## src/rtl/xbar_arb_pkg.sv

```systemverilog
package xbar_arb_pkg;

   localparam int          SLOT_W  = 8;
   localparam logic [31:0] CFG_RST = 32'h0000_0010;

   typedef enum logic [1:0] {
      PARK_NONE  = 2'd0,
      PARK_LAST  = 2'd1,
      PARK_FIXED = 2'd2,
      PARK_RSVD  = 2'd3
   } park_e;

   typedef struct packed {
      logic              arb_fixed;
      logic [3:0]        park_idx;
      park_e             park;
      logic [SLOT_W-1:0] slot;
   } cfg_t;

endpackage

```

## src/rtl/xbar_arb_cfg.sv

```systemverilog
module xbar_arb_cfg
   import xbar_arb_pkg::*;
(
   input  logic        clk,
   input  logic        rst_n,
   input  logic        we,
   input  logic [31:0] wdata,
   output cfg_t        cfg
);

   cfg_t cfg_rst_val;
   cfg_t cfg_in;
   logic unused_wbits;

   assign cfg_rst_val.slot      = CFG_RST[7:0];
   assign cfg_rst_val.park      = park_e'(CFG_RST[9:8]);
   assign cfg_rst_val.park_idx  = CFG_RST[13:10];
   assign cfg_rst_val.arb_fixed = CFG_RST[16];

   assign cfg_in.slot      = wdata[7:0];
   assign cfg_in.park      = park_e'(wdata[9:8]);
   assign cfg_in.park_idx  = wdata[13:10];
   assign cfg_in.arb_fixed = wdata[16];
   assign unused_wbits     = ^{wdata[31:17], wdata[15:14]};

   always_ff @(posedge clk or negedge rst_n) begin
      if (!rst_n)  cfg <= cfg_rst_val;
      else if (we) cfg <= cfg_in;
   end

endmodule

```

## src/rtl/xbar_arb_pick.sv

```systemverilog
module xbar_arb_pick #(
   parameter int N  = 4,
   parameter int IW = 2
) (
   input  logic [N-1:0]  cand,
   input  logic [IW-1:0] ptr,
   output logic [N-1:0]  rr_oh,
   output logic [N-1:0]  fp_oh
);

   // fixed priority: a prefix chain, lowest index first
   for (genvar i = 0; i < N; i++) begin : g_fp
      if (i == 0) begin : g_first
         assign fp_oh[0] = cand[0];
      end else begin : g_rest
         assign fp_oh[i] = cand[i] & ~|cand[i-1:0];
      end
   end

   // round robin: scan upward from ptr+1, wrapping
   if ((N & (N - 1)) == 0) begin : g_rr_pow2
      always_comb begin
         logic          taken;
         logic [IW-1:0] pos;
         rr_oh = '0;
         taken = 1'b0;
         for (int k = 1; k <= N; k++) begin
            pos = ptr + IW'(k);
            if (!taken && cand[pos]) begin
               rr_oh[pos] = 1'b1;
               taken      = 1'b1;
            end
         end
      end
   end else begin : g_rr_mod
      always_comb begin
         logic taken;
         int   pos;
         rr_oh = '0;
         taken = 1'b0;
         for (int k = 1; k <= N; k++) begin
            pos = (int'(ptr) + k) % N;
            if (!taken && cand[pos]) begin
               rr_oh[pos] = 1'b1;
               taken      = 1'b1;
            end
         end
      end
   end

   always_comb begin
      a_r4_fp_onehot: assert ($countones(fp_oh) == ((cand != '0) ? 1 : 0));
      a_r3_rr_subset: assert ((rr_oh & ~cand) == '0);
   end

endmodule

```

## src/rtl/xbar_arb_slot.sv

```systemverilog
module xbar_arb_slot #(
   parameter int W = 8
) (
   input  logic         clk,
   input  logic         rst_n,
   input  logic         clr,
   input  logic         inc,
   input  logic [W-1:0] limit,
   output logic         expire
);

   logic [W-1:0] cnt_q;

   always_ff @(posedge clk or negedge rst_n) begin
      if (!rst_n)                       cnt_q <= '0;
      else if (clr)                     cnt_q <= '0;
      else if (inc && (cnt_q != '1))    cnt_q <= cnt_q + W'(1);
   end

   // the current cycle is the limit-th held cycle (limit 0 acts as 1)
   assign expire = ({1'b0, cnt_q} + (W+1)'(1)) >= {1'b0, limit};

   a_r9_cnt_saturates: assert property (@(posedge clk) disable iff (!rst_n)
      (inc && !clr && cnt_q == '1) |=> (cnt_q == '1));

   a_r9_cnt_clears: assert property (@(posedge clk) disable iff (!rst_n)
      clr |=> (cnt_q == '0));

endmodule

```

## src/rtl/xbar_slave_arb.sv

```systemverilog
module xbar_slave_arb
   import xbar_arb_pkg::*;
#(
   parameter int               NUM_MST   = 16,
   parameter logic [NUM_MST-1:0] CONN_MASK = '1
) (
   input  logic               clk,
   input  logic               rst_n,
   input  logic               cfg_we,
   input  logic [31:0]        cfg_wdata,
   input  logic [NUM_MST-1:0] mst_req,
   input  logic [NUM_MST-1:0] mst_last,
   output logic [NUM_MST-1:0] slv_gnt,
   output logic               slv_conn
);

   localparam int IW = (NUM_MST > 1) ? $clog2(NUM_MST) : 1;

   if (NUM_MST < 2 || NUM_MST > 16) begin : g_bad_num
      $error("xbar_slave_arb: NUM_MST must lie in 2..16");
   end
   if (CONN_MASK == '0) begin : g_bad_mask
      $error("xbar_slave_arb: CONN_MASK must name at least one master");
   end

   cfg_t               cfg;
   logic [NUM_MST-1:0] gnt_q, gnt_d;
   logic               conn_q, conn_d;
   logic [IW-1:0]      last_q, last_d;
   logic               last_vld_q, last_vld_d;
   logic               cur_req, cur_end, others, slot_exp, expire_hit, hold;
   logic [NUM_MST-1:0] cand, rr_oh, fp_oh, win;
   logic               park_ok;

   xbar_arb_cfg u_cfg (
      .clk   (clk),
      .rst_n (rst_n),
      .we    (cfg_we),
      .wdata (cfg_wdata),
      .cfg   (cfg)
   );

   function automatic logic [IW-1:0] oh2idx(input logic [NUM_MST-1:0] oh);
      logic [IW-1:0] r;
      r = '0;
      for (int i = 0; i < NUM_MST; i++)
         if (oh[i]) r = r | IW'(i);
      return r;
   endfunction

   assign cur_req    = |(gnt_q & mst_req);
   assign cur_end    = |(gnt_q & mst_last);
   assign others     = |(mst_req & CONN_MASK & ~gnt_q);
   assign expire_hit = conn_q && cur_req && slot_exp && others;
   assign hold       = conn_q && cur_req && !cur_end && !expire_hit;
   assign cand       = mst_req & CONN_MASK & ~(expire_hit ? gnt_q : '0);
   assign park_ok    = (int'(cfg.park_idx) < NUM_MST) &&
                       CONN_MASK[cfg.park_idx[IW-1:0]];

   xbar_arb_pick #(.N(NUM_MST), .IW(IW)) u_pick (
      .cand  (cand),
      .ptr   (last_q),
      .rr_oh (rr_oh),
      .fp_oh (fp_oh)
   );

   xbar_arb_slot #(.W(SLOT_W)) u_slot (
      .clk    (clk),
      .rst_n  (rst_n),
      .clr    (!hold),
      .inc    (hold),
      .limit  (cfg.slot),
      .expire (slot_exp)
   );

   assign win = cfg.arb_fixed ? fp_oh : rr_oh;

   always_comb begin
      gnt_d      = gnt_q;
      conn_d     = conn_q;
      last_d     = last_q;
      last_vld_d = last_vld_q;
      if (hold) begin
         gnt_d = gnt_q;
      end else if (cand != '0) begin
         gnt_d      = win;
         conn_d     = 1'b1;
         last_d     = oh2idx(win);
         last_vld_d = 1'b1;
      end else begin
         gnt_d  = '0;
         conn_d = 1'b0;
         unique case (cfg.park)
            PARK_LAST: if (last_vld_q) begin
               gnt_d  = NUM_MST'(1) << last_q;
               conn_d = 1'b1;
            end
            PARK_FIXED: if (park_ok) begin
               gnt_d  = NUM_MST'(1) << cfg.park_idx[IW-1:0];
               conn_d = 1'b1;
            end
            default: ;
         endcase
      end
   end

   always_ff @(posedge clk or negedge rst_n) begin
      if (!rst_n) begin
         gnt_q      <= '0;
         conn_q     <= 1'b0;
         last_q     <= IW'(NUM_MST - 1);
         last_vld_q <= 1'b0;
      end else begin
         gnt_q      <= gnt_d;
         conn_q     <= conn_d;
         last_q     <= last_d;
         last_vld_q <= last_vld_d;
      end
   end

   assign slv_gnt  = gnt_q;
   assign slv_conn = conn_q;

   a_r2_grant_shape: assert property (@(posedge clk) disable iff (!rst_n)
      $countones(slv_gnt) == (slv_conn ? 1 : 0));

   a_r12_wired_only: assert property (@(posedge clk) disable iff (!rst_n)
      (slv_gnt & ~CONN_MASK) == '0);

   a_r13_mid_burst_stable: assert property (@(posedge clk) disable iff (!rst_n)
      (slv_conn && |(slv_gnt & mst_req & ~mst_last) && !slot_exp) |=> $stable(slv_gnt));

   a_r9_preempt_moves: assert property (@(posedge clk) disable iff (!rst_n)
      (slv_conn && |(slv_gnt & mst_req) && slot_exp && |(mst_req & CONN_MASK & ~slv_gnt))
      |=> (slv_gnt != $past(slv_gnt)));

   a_r5_idle_disconnects: assert property (@(posedge clk) disable iff (!rst_n)
      ((cfg.park == PARK_NONE || cfg.park == PARK_RSVD) && (mst_req & CONN_MASK) == '0)
      |=> !slv_conn);

endmodule

```

## config.mk

```make
export PLATFORM = sky130hd
export DESIGN_NAME = xbar_slave_arb
export DESIGN_NICKNAME = d
export VERILOG_FILES = /design/src/rtl/xbar_arb_pkg.sv /design/src/rtl/xbar_arb_cfg.sv /design/src/rtl/xbar_arb_pick.sv /design/src/rtl/xbar_arb_slot.sv /design/src/rtl/xbar_slave_arb.sv
export SDC_FILE = /design/constraint.sdc
export NUM_CORES = 1
export LEC_CHECK = 0
export BUFFER_PORTS_ARGS = -buffer_cell sky130_fd_sc_hd__buf_4
export CAP_MARGIN = 0
export CORE_AREA = 2 2 120 122
export CTS_BUF_LIST = sky130_fd_sc_hd__clkbuf_8
export DETAILED_ROUTE_END_ITERATION = 10
export DIE_AREA = 0 0 122 124
export GPL_ROUTABILITY_DRIVEN = 1
export PLACE_DENSITY = 0.75
export SLEW_MARGIN = 20
export SYNTH_ARGS = -nofsm -noshare
export SYNTH_HDL_FRONTEND = slang
export SYNTH_HIERARCHICAL = 1
export SYNTH_SLANG_ARGS = --single-unit
```

## constraint.sdc

```tcl
create_clock -name clk -period 9.6 [get_ports clk]
set_input_delay 2.88 -clock clk [delete_from_list [all_inputs] [get_ports clk]]
set_output_delay 2.88 -clock clk [all_outputs]
set_load 0.01 [all_outputs]
```

* After elaboration in Yosys (flattened, before gate mapping)
Memories as Yosys holds them, arrays and structs flattened.
Index checks and enable logic that the tools add are counted.
** Operators by class
- Add/subtract/negate cells :: 17
- Multipliers :: 0
- Div/mod/pow operators :: 0
- Order comparisons :: 34
- Eq/ne operators :: 4
- Shift operators :: 2
- Mux-type cells :: 123
- Bitwise gates (word level) :: 37
- Reductions and logical operators :: 88
** Operators with widths (count)
- $mux 16 :: 21
- $or 16x16->16 :: 15
- $lt 4x5->1 const B :: 17
- $and 16x16->16 :: 4
- $bmux 1 s4 :: 16
- $demux 1 s4 :: 16
- $ge 4x1->1 const B :: 16
- $mux 1 :: 52
- $reduce_or 16->1 :: 3
- $logic_and 1x1->1 :: 37
- $add 4x4->4 const B :: 8
- $logic_not 1->1 :: 32
- $mux 4 :: 8
- $not 16->16 :: 2
- $pmux 16 s2 :: 1
- $shl 1x4->16 const A :: 2
- $add 4x3->4 const B :: 4
- $mux 8 :: 2
- $reduce_bool 16->1 :: 1
- $and 1x1->1 :: 15
- $reduce_or 15->1 :: 1
- $reduce_or 14->1 :: 1
- $reduce_or 13->1 :: 1
- $mux 3 :: 4
- 24 further kinds :: 26
** Word-level totals
- Bits in registers :: 45
- Latch bits :: 0
- Bits in writable memories :: 0
- Bits in read-only memories :: 16
- Bits of input ports :: 67
- Output and inout bits :: 17
- Logic and storage cells :: 315
- Memories :: 1
** Memories
- (no name shown) :: words 16, width 1, read ports 1, clocked after Yosys merged registers in 0, wr ports 0, line xbar_slave_arb.sv:58 : CONN_MASK[cfg.park_idx[IW-1:0]];

* Longest topological paths before layout
- Word-level depth :: 72
- Mapped depth :: 30
- Mapped depth without buffers :: 24

* Hierarchy
The synthesis kept the hierarchy.
** Modules (own cells, without submodules)
- xbar_arb_pick :: instances 1, cells an instance 553, area an instance 3907.5 µm², seq. area each 0.0 µm²
- xbar_slave_arb :: instances 1, cells an instance 259, area an instance 2215.9 µm², seq. area each 555.5 µm²
- xbar_arb_slot :: instances 1, cells an instance 80, area an instance 742.0 µm², seq. area each 200.2 µm²
- xbar_arb_cfg :: instances 1, cells an instance 32, area an instance 614.3 µm², seq. area each 376.6 µm²

* Least setup slack after synthesis
OpenSTA, ideal clock, no wires.
- Path kind :: input to register
- From :: input mst_req[5]
- To :: register last_q[0]
- Library setup time :: 0.072 ns
- Arrival :: 7.283 ns
- Required time :: 9.528 ns
- Path slack :: 2.245 ns
- Cell stages on the path :: 23
- Path buffers :: 5
- Cells stage by stage :: a22o_1 > a221oi_1 > and4_4 > buf_6 > buf_6 > o41ai_1 > inv_1 > clkbuf_1 > mux4_2 > and3_1 > or4_1 > buf_6 > nor4_4 > nand4_2 > or3_1 > buf_2 > o22a_1 > o211ai_1 > a211o_1 > mux2_2 > nor4_1 > and4b_1 > o21ai_1
** On the way
- Elaborated cells on any way between the ends :: 163
- Those cells by class :: mux (80); bitwise (28); reduce/logical (55)
** RTL lines
- start: declaration :: line xbar_slave_arb.sv:11 : input logic [NUM_MST-1:0] mst_req,
- $and 16x16->16 :: line xbar_slave_arb.sv:51 : assign cur_req = |(gnt_q & mst_req);
- $reduce_or 16->1 :: line xbar_slave_arb.sv:51
- $logic_and 1x1->1 (2 in a row) :: line xbar_slave_arb.sv:54 : assign expire_hit = conn_q && cur_req && slot_exp && others;
- $logic_and 1x1->1 (*) :: line xbar_slave_arb.sv:54
- $mux 16 (*) :: line xbar_slave_arb.sv:56 : assign cand = mst_req & CONN_MASK & ~(expire_hit ? gnt_q : '0);
- $not 16->16 (*) :: line xbar_slave_arb.sv:56
- $and 16x16->16 (*) :: line xbar_slave_arb.sv:56
- via cand[6] :: line xbar_slave_arb.sv:32 : logic [NUM_MST-1:0] cand, rr_oh, fp_oh, win;
- [... 44 more ...]
- $mux 1 :: line xbar_arb_pick.sv:29 : if (!taken && cand[pos]) begin
- $logic_not 1->1 :: line xbar_arb_pick.sv:29
- $logic_and 1x1->1 :: line xbar_arb_pick.sv:29
- $mux 16 (*) :: line xbar_arb_pick.sv:29
- via rr_oh[7] :: line xbar_slave_arb.sv:32
- $mux 16 (*) :: line xbar_slave_arb.sv:76 : assign win = cfg.arb_fixed ? fp_oh : rr_oh;
- $mux 3 (*) :: line xbar_slave_arb.sv:47 : if (oh[i]) r = r | IW'(i);
- $mux 4 (*) (8 in a row) :: line xbar_slave_arb.sv:47
- end signal: assignment :: line xbar_slave_arb.sv:111 : last_q <= IW'(NUM_MST - 1);
- end signal: assignment :: line xbar_slave_arb.sv:116 : last_q <= last_d;
- end: declaration :: line xbar_slave_arb.sv:29 : logic [IW-1:0] last_q, last_d;
The timed path passes the listed nets; every way through them passes the cells marked *. The select of a mux whose other input is x is not followed.
A chain may end at the register's enable or synchronous reset.

* Final worst setup path
- From :: input mst_req[14]
- To :: register last_q[0]
Same word-level chain as after synthesis.

==> flow_summary.toml <==
[clock_tree]
post_cts_resized = 0
cts-root-buf = "clkbuf_8"
hold_buffers = 0
clockBufferDepth = 2
htreeDepth = 2
clkLatencyLatePin_ns = 0.31
cts_sinks = 45
cts_buffers = 5
path_clk_slew_ns = 0.08
cts_tree = "yes"
post_cts_buffers = 0

[drt]
drt_iter0_drc = 1567
wl_met3_um = 3300
finalWirelength_um = 27700
via_per_inst = 7.33
drt_pre_antenna_iters = 7
drc = 0
via_count = 8251
routed-wl-met2_um = 11700
wl_met1_um = 11000
antenna_left = 0
wl_per_cell_um = 24.6
top_layer = "met4"

[sta]
slew_viol_final = 0
hold_viol_final = 0
holdWs_ns = 0.512
skew_ns = 0.0115
max_freq_mhz = 120
setup_viol = 0
min_period_ns = 8.37
setup_tns_ns = 0
period_share_pct = 87.1
rsz0062_at_grt = "no"
finalWorstSetupSlack_ns = 1.23
worstMarginPinSlew_ns = 0.986
relSlewSlack_pct = 33.8

[synth]
synth_cell_types = 88
ys_dominant_reg_cell = "dfrtp_1"
syn-num-nets = 1018
postSynthAreaPerCell_um2 = 8.09
synth-edff-count = 0
yosysSeqAreaShare_pct = 15.1
yosys-top-cells-area = "dfrtp_1 (13%), mux4_2 (6.0%), nand2_1 (5.1%)"
syn_area_um2 = 7480
ys_async_sr_fraction_pct = 100
synth_top_area_cell = "dfrtp_1"
yosys_warnings = 6
synth_top_area_share_pct = 13.4
netlist_instances = 924
ys_ff_latch = 45

[power]
p_sw_mw = 1.50
vdd.ir_drop.worst_uv = 183
powerDensity_nw_per_um2 = 315
sw_frac_of_total_pct = 59.4
power_frac_seq_pct = 14.4
leakage_nw = 3.21
clkPwrFrac_pct = 4.7
power.internal_mw = 1.03
combPwrFrac_pct = 80.9

[placement]
placed_area_um2 = 7960
dp_slack_ns = 1.22
dp_hpwl_um = 20800
place_congestion = 1.10
io_buffer_count = 66

[grt]
grt_pass1_wl_um = 43100
grt_pass1_vias = 7602
grtUsageTotal_pct = 36.6
grt.overflow.total = 0
grt_max_degree = 46
grt_antenna_before_repair = 0

[critical_path]
crit_fanout = 19
critPathCaptureType = "register"
crit_start = "mst_req[14]"
crit_type = "in -> reg"
cp.required_ns = 9.83
startpoint_type = "input port"
r2r_start = "u_slot/cnt_q[0]"
worstPathArrival_ns = 8.60

[final_layout]
stdcell_area_um2 = 8040
num_antenna_cells = 0
drive_gt1_share_pct = 20.8
mostFrequentLayoutCell = "nand2_1"
layout_common_cells = "nand2_1 (101), buf_4 (81), nor2_1 (64)"
fin_nets = 1039
area_growth_pct = 7.51

[floorplan]
core.rowCount = 43
initial_core_util_pct = 54.5
die_width_um = 122
io_pins = 84
die_height_um = 124
dieArea_um2 = 15100
core-area_um2 = 13700

[worst_hold_path]
worstHoldStart = "u_cfg/cfg[5]"
hp-class = "reg -> reg"

[flow_run]
maxCapViolations = 0

[outcome]
status = "finished, final reports clean"
-- metrics by stage --
| stage | power, mW | utilization (%) | cells |
|---|---|---|---|
| final | 2.53 | 58.6 | 1126 |
| after floorplan | 1.75 | - | 924 |
| after global routing | 2.63 | 58.6 | 1126 |
| after detailed placement | 2.30 | 58.0 | 1118 |
| after CTS | 2.43 | 58.6 | 1126 |
| after global placement | 2.31 | 58.0 | 1118 |
-- metal layers --
layer / track usage (%) / vias to the layer above
met3: 8.79 / 146
li1: - / 3618
met5: 0 / -
met4: 17.6 / 0
met1: 49.5 / 3816
met2: 54.9 / 671
-- logic make-up (layout without fill, tap and decap cells) --
group / after synthesis / count (layout) / share of synthesized area [%]
buffers and inverters: 110 / 132 / 7.03
multiplexers: 90 / 90 / 17.1
AND/OR/NAND/NOR: 392 / 392 / 28.9
adder cells (fa/ha/maj): 27 / 27 / 4.52
AO/OA/AOI/OAI: 238 / 238 / 24.8
XOR/XNOR: 22 / 22 / 2.58
flip-flops: 45 / 45 / 15.1
-- worst max-delay path: stages --
cell,delay [ns]
buf_4,0.09
inv_1,0.03
o2111ai_1,0.33
nor4_4,0.19
o41ai_1,0.60
inv_1,0.28
mux4_2,0.62
and3_1,0.27
or4_1,0.64
nor4_4,0.37
buf_4,0.35
nand4_4,0.27
nor3_1,0.51
a21oi_1,0.14
o211ai_1,0.19
a211o_1,0.18
mux2_2,0.23
nor4_1,0.08
and4b_1,0.21
o21ai_1,0.12
-- final timing paths --
check / endpoint / slack (ns) / depth (start not counted)
worst min-delay path: u_cfg/cfg[5] / 0.51 / 1
max in group asynchronous: last_q[0] / 6.66 / 1
worst max register to register: last_q[0] / 1.87 / 25
worst max-delay path: last_q[0] / 1.23 / 20
worst min register to register: u_cfg/cfg[5] / 0.51 / 1
min in group asynchronous: u_cfg/cfg[8] / 2.56 / 1
-- area by class of cell --
| class | count | area [um^2] |
|---|---|---|
| Sequential cell | 45 | 1130 |
| Tap cell | 180 | 225 |
| Clock buffer | 5 | 68.8 |
| Multi-Input combinational cell | 769 | 5830 |
| Fill cell | 1315 | 5680 |
| Timing Repair Buffer | 81 | 608 |
| Inverter | 43 | 161 |
| Clock inverter | 3 | 17.5 |
-- cell usage after synthesis, drive strengths merged, types with 9 or more instances --
master	count
nor2b	16
o41ai	16
o21ai	37
and2	15
mux2i	24
nor2	66
xnor2	15
nor3b	13
dfrtp	40
a21oi	23
mux2	45
nand4	29
a22oi	21
nor3	23
a32oi	13
nand3	40
and4	9
o221a	12
a31oi	15
nor4	14
a221oi	9
nand2b	19
inv	43
clkbuf	34
nand2	101
buf	33
mux4	21
and3	19
ha	27
a22o	10
-- sequential cells by signal, summed over array words and instances, names as in the netlist --
register      count
last_q            4
last_vld_q        1
slv_conn          1
slv_gnt          16
u_cfg/cfg        15
u_slot/cnt_q      8
-- power by group through the flow --
stage                     combinational, mW  sequential [mW]  clock [mW]
after floorplan                        1.46            0.293           0
after global placement                 1.95            0.364           0
after detailed placement               1.94            0.364           0
after CTS                              1.95            0.361       0.120
after global routing                   2.13            0.374       0.127
final                                  2.05            0.365       0.119
Note: power is estimated with default switching activity, not from simulation.
